$ cat src/rtl/bdma_pkg.sv
package bdma_pkg;

   localparam int PM_W   = 24;
   localparam int DM_W   = 16;
   localparam int BYTE_W = 8;

   localparam logic [2:0] SEL_IADDR  = 3'd0;
   localparam logic [2:0] SEL_OFFSET = 3'd1;
   localparam logic [2:0] SEL_PAGE   = 3'd2;
   localparam logic [2:0] SEL_CTRL   = 3'd3;
   localparam logic [2:0] SEL_COUNT  = 3'd4;

   typedef enum logic [1:0] {
      FMT_PM24 = 2'd0,
      FMT_DM16 = 2'd1,
      FMT_LO8  = 2'd2,
      FMT_HI8  = 2'd3
   } fmt_e;

   typedef enum logic [1:0] {
      ST_IDLE,
      ST_FETCH,
      ST_BYTES,
      ST_STEAL
   } state_e;

   function automatic logic [1:0] last_idx(input fmt_e f);
      case (f)
         FMT_PM24: return 2'd2;
         FMT_DM16: return 2'd1;
         default:  return 2'd0;
      endcase
   endfunction

endpackage

$ cat src/rtl/bdma_regs.sv
module bdma_regs
   import bdma_pkg::*;
#(
   parameter int IADDR_W    = 14,
   parameter int OFF_W      = 14,
   parameter int PAGE_W     = 8,
   parameter int CNT_W      = 14,
   parameter int WAIT_W     = 3,
   parameter int BOOT_LOAD  = 1,
   parameter int BOOT_COUNT = 32,
   parameter int BOOT_WAITS = 3
) (
   input  logic                      clk,
   input  logic                      rst_n,
   input  logic                      cfg_we,
   input  logic [2:0]                cfg_sel,
   input  logic [15:0]               cfg_wdata,
   input  logic                      busy,
   input  logic                      byte_adv,
   input  logic                      word_done,
   output logic [IADDR_W-1:0]        iaddr,
   output logic [OFF_W+PAGE_W-1:0]   eaddr,
   output fmt_e                      fmt,
   output logic                      dir,
   output logic                      ctx,
   output logic [WAIT_W-1:0]         waits,
   output logic [CNT_W-1:0]          count,
   output logic                      start
);

   localparam int EADDR_W = OFF_W + PAGE_W;

   logic             wr_ok;
   logic [CNT_W-1:0] cnt_rst;

   generate
      if (BOOT_LOAD != 0) begin : g_boot
         assign cnt_rst = CNT_W'(BOOT_COUNT);
      end else begin : g_noboot
         assign cnt_rst = '0;
      end
   endgenerate

   assign wr_ok = cfg_we && !busy;
   assign start = wr_ok && (cfg_sel == SEL_COUNT) && (cfg_wdata[CNT_W-1:0] != '0);

   always_ff @(posedge clk or negedge rst_n) begin
      if (!rst_n) begin
         iaddr <= '0;
         eaddr <= '0;
         fmt   <= FMT_PM24;
         dir   <= 1'b0;
         ctx   <= 1'b1;
         waits <= WAIT_W'(BOOT_WAITS);
         count <= cnt_rst;
      end else begin
         if (wr_ok && cfg_sel == SEL_IADDR)
            iaddr <= cfg_wdata[IADDR_W-1:0];
         else if (word_done)
            iaddr <= iaddr + 1'b1;

         if (wr_ok && cfg_sel == SEL_OFFSET)
            eaddr[OFF_W-1:0] <= cfg_wdata[OFF_W-1:0];
         else if (wr_ok && cfg_sel == SEL_PAGE)
            eaddr[EADDR_W-1:OFF_W] <= cfg_wdata[PAGE_W-1:0];
         else if (byte_adv)
            eaddr <= eaddr + 1'b1;

         if (wr_ok && cfg_sel == SEL_CTRL) begin
            dir   <= cfg_wdata[0];
            fmt   <= fmt_e'(cfg_wdata[2:1]);
            ctx   <= cfg_wdata[3];
            waits <= cfg_wdata[4 +: WAIT_W];
         end

         if (start)
            count <= cfg_wdata[CNT_W-1:0];
         else if (word_done)
            count <= count - 1'b1;
      end
   end

   // An idle engine always has nothing left to move
   a_r3_idle_count_zero: assert property (@(posedge clk) disable iff (!rst_n)
      !busy |-> (count == '0));

   // Setup is frozen while a transfer runs
   a_r12_locked: assert property (@(posedge clk) disable iff (!rst_n)
      (busy && cfg_we) |=> $stable({waits, ctx, fmt, dir}));

endmodule

$ cat src/rtl/bdma_byte_port.sv
module bdma_byte_port #(
   parameter int WAIT_W = 3
) (
   input  logic              clk,
   input  logic              rst_n,
   input  logic              go,
   input  logic              cpu_req,
   input  logic [WAIT_W-1:0] waits,
   output logic              ext_req,
   output logic              done
);

   logic [WAIT_W-1:0] left;

   always_ff @(posedge clk or negedge rst_n) begin
      if (!rst_n) begin
         ext_req <= 1'b0;
         left    <= '0;
      end else if (ext_req) begin
         if (left == '0)
            ext_req <= 1'b0;
         else
            left <= left - 1'b1;
      end else if (go && !cpu_req) begin
         ext_req <= 1'b1;
         left    <= waits;
      end
   end

   assign done = ext_req && (left == '0);

   logic [WAIT_W:0] seen_len;

   always_ff @(posedge clk or negedge rst_n) begin
      if (!rst_n)
         seen_len <= '0;
      else if (ext_req)
         seen_len <= seen_len + 1'b1;
      else
         seen_len <= '0;
   end

   a_r7_access_len: assert property (@(posedge clk) disable iff (!rst_n)
      $fell(ext_req) |-> (seen_len == ({1'b0, waits} + 1'b1)));

   a_r9_cpu_first: assert property (@(posedge clk) disable iff (!rst_n)
      $rose(ext_req) |-> !$past(cpu_req));

endmodule

$ cat src/rtl/bdma_packer.sv
module bdma_packer
   import bdma_pkg::*;
(
   input  logic              clk,
   input  logic              rst_n,
   input  logic              load,
   input  logic              cap,
   input  logic              shift,
   input  fmt_e              fmt,
   input  logic [PM_W-1:0]   rdata,
   input  logic [BYTE_W-1:0] byte_in,
   output logic [BYTE_W-1:0] byte_out,
   output logic [PM_W-1:0]   word_out
);

   logic [PM_W-1:0] sreg;
   logic [PM_W-1:0] aligned;

   // Outgoing word: put its first byte in the top lane
   always_comb begin
      case (fmt)
         FMT_PM24: aligned = rdata;
         FMT_DM16: aligned = {rdata[15:0], 8'h00};
         FMT_LO8:  aligned = {rdata[7:0], 16'h0000};
         default:  aligned = {rdata[15:8], 16'h0000};
      endcase
   end

   always_ff @(posedge clk or negedge rst_n) begin
      if (!rst_n)
         sreg <= '0;
      else if (load)
         sreg <= aligned;
      else if (cap)
         sreg <= {sreg[PM_W-BYTE_W-1:0], byte_in};
      else if (shift)
         sreg <= {sreg[PM_W-BYTE_W-1:0], 8'h00};
   end

   assign byte_out = sreg[PM_W-1 -: BYTE_W];

   // Incoming word: bytes arrive in the low lanes, most significant first
   always_comb begin
      case (fmt)
         FMT_PM24: word_out = sreg;
         FMT_DM16: word_out = {8'h00, sreg[15:0]};
         FMT_LO8:  word_out = {16'h0000, sreg[7:0]};
         default:  word_out = {8'h00, sreg[7:0], 8'h00};
      endcase
   end

endmodule

$ cat src/rtl/bdma_engine.sv
module bdma_engine
   import bdma_pkg::*;
#(
   parameter int IADDR_W    = 14,
   parameter int OFF_W      = 14,
   parameter int PAGE_W     = 8,
   parameter int CNT_W      = 14,
   parameter int WAIT_W     = 3,
   parameter int BOOT_LOAD  = 1,
   parameter int BOOT_COUNT = 32,
   parameter int BOOT_WAITS = 3
) (
   input  logic                     clk,
   input  logic                     rst_n,
   input  logic                     cfg_we,
   input  logic [2:0]               cfg_sel,
   input  logic [15:0]              cfg_wdata,
   input  logic                     cpu_ext_req,
   output logic                     ext_req_o,
   output logic                     ext_we_o,
   output logic [OFF_W+PAGE_W-1:0]  ext_addr_o,
   output logic [7:0]               ext_wdata_o,
   input  logic [7:0]               ext_rdata_i,
   output logic                     mem_req_o,
   output logic                     mem_we_o,
   output logic                     mem_pm_o,
   output logic [IADDR_W-1:0]       mem_addr_o,
   output logic [23:0]              mem_wdata_o,
   input  logic [23:0]              mem_rdata_i,
   output logic [CNT_W-1:0]         count_o,
   output logic                     busy_o,
   output logic                     irq_o,
   output logic                     hold_cpu_o,
   output logic                     restart_o
);

   localparam int EADDR_W = OFF_W + PAGE_W;
   localparam state_e ST_RESET = (BOOT_LOAD != 0) ? ST_BYTES : ST_IDLE;

   initial begin : p_param_check
      assert (IADDR_W <= 16 && OFF_W <= 16 && PAGE_W <= 16 && CNT_W <= 16)
         else $error("setup fields must fit the 16-bit write bus");
      assert (WAIT_W >= 1 && WAIT_W + 4 <= 16)
         else $error("wait field does not fit the control word");
      assert (BOOT_LOAD == 0 || (BOOT_COUNT > 0 && BOOT_COUNT < (1 << CNT_W)))
         else $error("boot count out of range");
   end

   state_e              state;
   logic [1:0]          byte_idx;
   logic                irq_q;
   logic                rst_q;

   logic [IADDR_W-1:0]  iaddr;
   logic [EADDR_W-1:0]  eaddr;
   fmt_e                fmt;
   logic                dir;
   logic                ctx;
   logic [WAIT_W-1:0]   waits;
   logic [CNT_W-1:0]    count;
   logic                start;

   logic                port_go;
   logic                port_done;
   logic                last_byte;
   logic                last_word;
   logic                byte_adv;
   logic                word_done;
   logic [7:0]          byte_out;
   logic [23:0]         word_out;

   assign port_go   = (state == ST_BYTES);
   assign last_byte = (byte_idx == last_idx(fmt));
   assign last_word = (count == CNT_W'(1));
   assign byte_adv  = port_go && port_done;
   assign word_done = (state == ST_STEAL) || (byte_adv && last_byte && dir);

   bdma_regs #(
      .IADDR_W   (IADDR_W),
      .OFF_W     (OFF_W),
      .PAGE_W    (PAGE_W),
      .CNT_W     (CNT_W),
      .WAIT_W    (WAIT_W),
      .BOOT_LOAD (BOOT_LOAD),
      .BOOT_COUNT(BOOT_COUNT),
      .BOOT_WAITS(BOOT_WAITS)
   ) i_regs (
      .clk      (clk),
      .rst_n    (rst_n),
      .cfg_we   (cfg_we),
      .cfg_sel  (cfg_sel),
      .cfg_wdata(cfg_wdata),
      .busy     (busy_o),
      .byte_adv (byte_adv),
      .word_done(word_done),
      .iaddr    (iaddr),
      .eaddr    (eaddr),
      .fmt      (fmt),
      .dir      (dir),
      .ctx      (ctx),
      .waits    (waits),
      .count    (count),
      .start    (start)
   );

   bdma_byte_port #(
      .WAIT_W(WAIT_W)
   ) i_port (
      .clk    (clk),
      .rst_n  (rst_n),
      .go     (port_go),
      .cpu_req(cpu_ext_req),
      .waits  (waits),
      .ext_req(ext_req_o),
      .done   (port_done)
   );

   bdma_packer i_pack (
      .clk     (clk),
      .rst_n   (rst_n),
      .load    (state == ST_FETCH),
      .cap     (byte_adv && !dir),
      .shift   (byte_adv && dir),
      .fmt     (fmt),
      .rdata   (mem_rdata_i),
      .byte_in (ext_rdata_i),
      .byte_out(byte_out),
      .word_out(word_out)
   );

   always_ff @(posedge clk or negedge rst_n) begin
      if (!rst_n) begin
         state    <= ST_RESET;
         byte_idx <= '0;
         irq_q    <= 1'b0;
         rst_q    <= 1'b0;
      end else begin
         irq_q <= word_done && last_word;
         rst_q <= word_done && last_word && ctx;
         case (state)
            ST_IDLE: begin
               byte_idx <= '0;
               if (start)
                  state <= dir ? ST_FETCH : ST_BYTES;
            end
            ST_FETCH: state <= ST_BYTES;
            ST_BYTES: begin
               if (port_done) begin
                  if (last_byte) begin
                     byte_idx <= '0;
                     if (!dir)
                        state <= ST_STEAL;
                     else if (last_word)
                        state <= ST_IDLE;
                     else
                        state <= ST_FETCH;
                  end else begin
                     byte_idx <= byte_idx + 1'b1;
                  end
               end
            end
            default: state <= last_word ? ST_IDLE : ST_BYTES;
         endcase
      end
   end

   assign busy_o      = (state != ST_IDLE);
   assign hold_cpu_o  = busy_o && ctx;
   assign irq_o       = irq_q;
   assign restart_o   = rst_q;
   assign count_o     = count;
   assign ext_we_o    = dir;
   assign ext_addr_o  = eaddr;
   assign ext_wdata_o = byte_out;
   assign mem_req_o   = (state == ST_FETCH) || (state == ST_STEAL);
   assign mem_we_o    = (state == ST_STEAL);
   assign mem_pm_o    = (fmt == FMT_PM24);
   assign mem_addr_o  = iaddr;
   assign mem_wdata_o = word_out;

   a_r3_irq_at_zero: assert property (@(posedge clk) disable iff (!rst_n)
      irq_o |-> (count_o == '0) && !busy_o);

   a_r8_single_steal: assert property (@(posedge clk) disable iff (!rst_n)
      mem_req_o |=> !mem_req_o);

   a_r10_restart_held: assert property (@(posedge clk) disable iff (!rst_n)
      restart_o |-> $past(hold_cpu_o));

   a_r2_no_idle_access: assert property (@(posedge clk) disable iff (!rst_n)
      !busy_o |=> !$rose(ext_req_o));

endmodule

$ cat config.mk
export PLATFORM = sky130hd
export DESIGN_NAME = bdma_engine
export DESIGN_NICKNAME = d
export VERILOG_FILES = /design/src/rtl/bdma_pkg.sv /design/src/rtl/bdma_regs.sv /design/src/rtl/bdma_byte_port.sv /design/src/rtl/bdma_packer.sv /design/src/rtl/bdma_engine.sv
export SDC_FILE = /design/constraint.sdc
export NUM_CORES = 1
export LEC_CHECK = 0
export ABC_AREA = 1
export BUFFER_PORTS_ARGS = -buffer_cell sky130_fd_sc_hd__buf_4
export CAP_MARGIN = 10
export CORE_ASPECT_RATIO = 1.5
export CORE_UTILIZATION = 49
export DETAILED_ROUTE_END_ITERATION = 10
export GPL_TIMING_DRIVEN = 0
export PLACE_DENSITY = 0.77
export SYNTH_ARGS = -nofsm -noshare
export SYNTH_HDL_FRONTEND = slang
export SYNTH_SLANG_ARGS = --single-unit
$ cat constraint.sdc
create_clock -name clk -period 1.4 [get_ports clk]
set_input_delay 0.28 -clock clk [delete_from_list [all_inputs] [get_ports clk]]
set_output_delay 0.28 -clock clk [all_outputs]
set_load 0.05 [all_outputs]
==> flow_summary.json <==
{
  "outcome": "finished, violations left",
  "violations": "negative setup slack",
  "final_cell_mix": "242 x nand2_1, 172 x buf_4, 66 x inv_1",
  "clockPowerShare_pct": 11.3,
  "cts_tree": "done",
  "synth_top_area_share_pct": 36.4,
  "drc": 0,
  "fmax_mhz": 500,
  "hpwl_mm": 14.2,
  "core_um2": 11700,
  "synth_seq_cells": 91,
  "finalPower_mw": 23.0,
  "whs_ns": 0.176,
  "row_count": 48,
  "synthCells": 860,
  "final_common_cell": "nand2_1",
  "startpoint": "i_regs.fmt[0]$_DFFE_PN0P_",
  "holdPathStages": 3,
  "ios": 146,
  "synth.avg_cell_area_um2": 6.87,
  "vias_per_cell": 6.21,
  "synth-main-ff-cell": "dfrtp_1",
  "start_util_pct": 50.7,
  "crit_path_max_incr_delay_ns": 0.47,
  "cts_max_level": 3,
  "gp_congestion": 0.960,
  "worstMarginPinSlew_ns": 1.02,
  "grt_pass1_vias": 7215,
  "grt_pass1_wl_mm": 37.7,
  "synth_top_cell_by_area": "dfrtp_1",
  "cp-start-kind": "register",
  "hold-path-endpoint": "i_regs.count[10]$_DFFE_PN0P_",
  "drtIter0Drc": 911,
  "crit_family": "buffers and inverters",
  "cp_cell_sequence": "buf_4 -> inv_4 -> nand2_8 -> buf_12 -> nor2_4 -> buf_6",
  "end_kind": "primary output",
  "path_clk_slew_ns": 0.09,
  "clock_skew_ns": 0.0264,
  "io_buffers": 143,
  "first_pass_iters": 7,
  "pre_cts_ws_ns": -0.435,
  "fin_area_um2": 9860,
  "arrival_ns": 1.72,
  "p_leak_nw": 4.68,
  "final_hold_viol_count": 0,
  "nets": 1166,
  "intPower_mw": 10.7,
  "die_area_um2": 12500,
  "hp-class": "in -> reg",
  "fin_crit_ns": 2.00,
  "synthArstFlopShare_pct": 100,
  "peakVddDrop_v": 0.00184,
  "sequentialPowerShare_pct": 23.9,
  "track_usage_pct": 39.7,
  "antenna_found_initial": 2,
  "path_buf_inv": 4,
  "rrSetupSlack_ns": -0.55,
  "drv_cap": 0,
  "dpl_cell_area_um2": 7630,
  "setup-violations-final": 123,
  "ys_seq_area_share_pct": 38.7,
  "insertion_delay_ns": 0.38,
  "cpMaxStageDelayCell": "dfrtp_2",
  "r2r-start": "i_regs.fmt[0]$_DFFE_PN0P_",
  "switchingPower_mw": 12.2,
  "overflow": 0,
  "p_sw_share_pct": 53.3,
  "powerDensity_nw_per_um2": 2330,
  "routed_wl_mm": 28.8,
  "cts_buffer_depth": 2,
  "p_comb_share_pct": 64.8,
  "synth_area_um2": 5900,
  "netlist_top_cells_area": "dfrtp_1 36%, nand2_1 19%, nand3_1 7.8%, nor2_1 5.7%, inv_1 4.6%",
  "path_max_fanout": 6,
  "syn_nets": 921,
  "areaGrowthSynthToFinish_pct": 66.9,
  "cts_buffers": 9,
  "drive_gt1_share_pct": 45.7,
  "synth_cell_type_count": 38,
  "synth-warning-count": 0,
  "relSlewSlack_pct": 31.8,
  "ant_nets": 0,
  "wire_per_inst_um": 22.8,
  "die_w_um": 91.6,
  "vias": 7840,
  "synth_edf_count": 0,
  "crit_type": "reg -> out",
  "grt_start_max_net_pins": 92,
  "worstReg2RegEnd": "i_regs.count[1]$_DFFE_PN0P_",
  "maxSlewViolCount": 0,
  "clkSinkCount": 91,
  "worst_slack_ns": -0.598,
  "fin_util_pct": 84.6,
  "min-delay-start": "cfg_wdata[10]",
  "root_buffer": "clkbuf_16",
  "ff2ff_path_depth": 12,
  "finalCritPeriodShare_pct": 143,
  "rsz0062_at_grt": "true",
  "die_h_um": 136,
  "cp.required_ns": 1.12
}
[cells by family (layout without fill, tap and decap cells)]
group,count (synthesis),after routing,synth area share (%)
AND/OR/NAND/NOR,515,515,36.6
buffers and inverters,114,364,8.41
AO/OA/AOI/OAI,106,106,10.9
flip-flops,91,91,38.7
XOR/XNOR,28,28,4.15
adder cells (fa/ha/maj),6,6,1.27
other,0,2,0
[worst max-delay path by stage]
stage	cells past startpoint	slack, ns	end
2_1_floorplan	5	-0.30	mem_wdata_o[0]
3_3_place_gp	6	-0.42	mem_wdata_o[0]
3_5_place_dp	7	-0.44	i_pack.sreg[21]$_DFFE_PN0P_
4_1_cts	7	-0.42	mem_wdata_o[2]
5_1_grt	7	-0.65	i_pack.sreg[20]$_DFFE_PN0P_
6_report	6	-0.60	mem_wdata_o[18]
[Yosys cell counts, types with 5 or more instances]
cell	instances
buf_4	10
clkbuf_1	7
nor2_1	89
inv_1	73
nor3_1	7
dfstp_2	5
o21ai_0	34
xnor2_1	10
nand3_1	92
xor2_1	18
nand4_1	5
o211ai_1	22
dfrtp_1	86
buf_2	11
a21oi_1	13
ha_1	6
inv_2	8
o21ai_1	18
nand2_2	7
nand2_1	302
a32oi_1	8
[registers in the layout, summed over array words and instances, names as in the netlist]
name / count
i_pack.sreg: 24
i_regs.eaddr: 22
i_regs.count: 14
i_regs.iaddr: 14
i_port.left: 3
i_regs.waits: 3
byte_idx: 2
i_regs.fmt: 2
state: 2
i_port.ext_req: 1
i_regs.ctx: 1
i_regs.dir: 1
irq_o: 1
restart_o: 1
[layer usage]
metal	track usage, %	up-vias	routed length (um)
met5	0	-	0
met4	27.5	0	3180
met3	8.45	277	2990
met2	71.2	682	13800
met1	41.0	3599	8780
li1	-	3282	-
[area by class of cell]
class / count / area (um2)
Multi-Input combinational cell: 655 / 4120
Sequential cell: 91 / 2330
Timing Repair Buffer: 235 / 2190
Fill cell: 649 / 1790
Buffer: 30 / 355
Inverter: 82 / 354
Clock buffer: 10 / 239
Tap cell: 150 / 188
Clock inverter: 6 / 65.1
Timing Repair inverter: 1 / 6.26
Antenna cell: 2 / 5.00
[power groups by stage]
| stage | Combinational [mW] | Clock (mW) | Sequential [mW] |
|---|---|---|---|
| final | 14.9 | 2.60 | 5.50 |
| after floorplan | 5.89 | 0 | 6.96 |
| after global routing | 15.6 | 2.70 | 5.57 |
| after CTS | 12.8 | 2.52 | 5.20 |
| after global placement | 10.7 | 0 | 5.15 |
| after detailed placement | 10.8 | 0 | 5.16 |
[worst reg2reg max path: cells and delay by family, from the launching register on]
kind          cells  cell delay [ns]
flops             1             0.47
buf+inv           4             0.56
simple gates      8             0.83
[per-stage QoR]
step	cells	TNS [ns]
floorplan	860	-13.24
global placement	1153	-23.75
detailed placement	1153	-25.60
CTS	1240	-29.02
global route	1260	-54.31
finish	1262	-46.78
[what timing repair did]
item,4_1_cts,5_1_grt
hold buffers,0,1
setup buffers,63,23
pin swaps,44,22
hold endpoints to repair,0,20
resized for setup,196,113
setup endpoints to repair,120,124
gates cloned,9,0
Note: power is estimated with default switching activity, not from simulation.
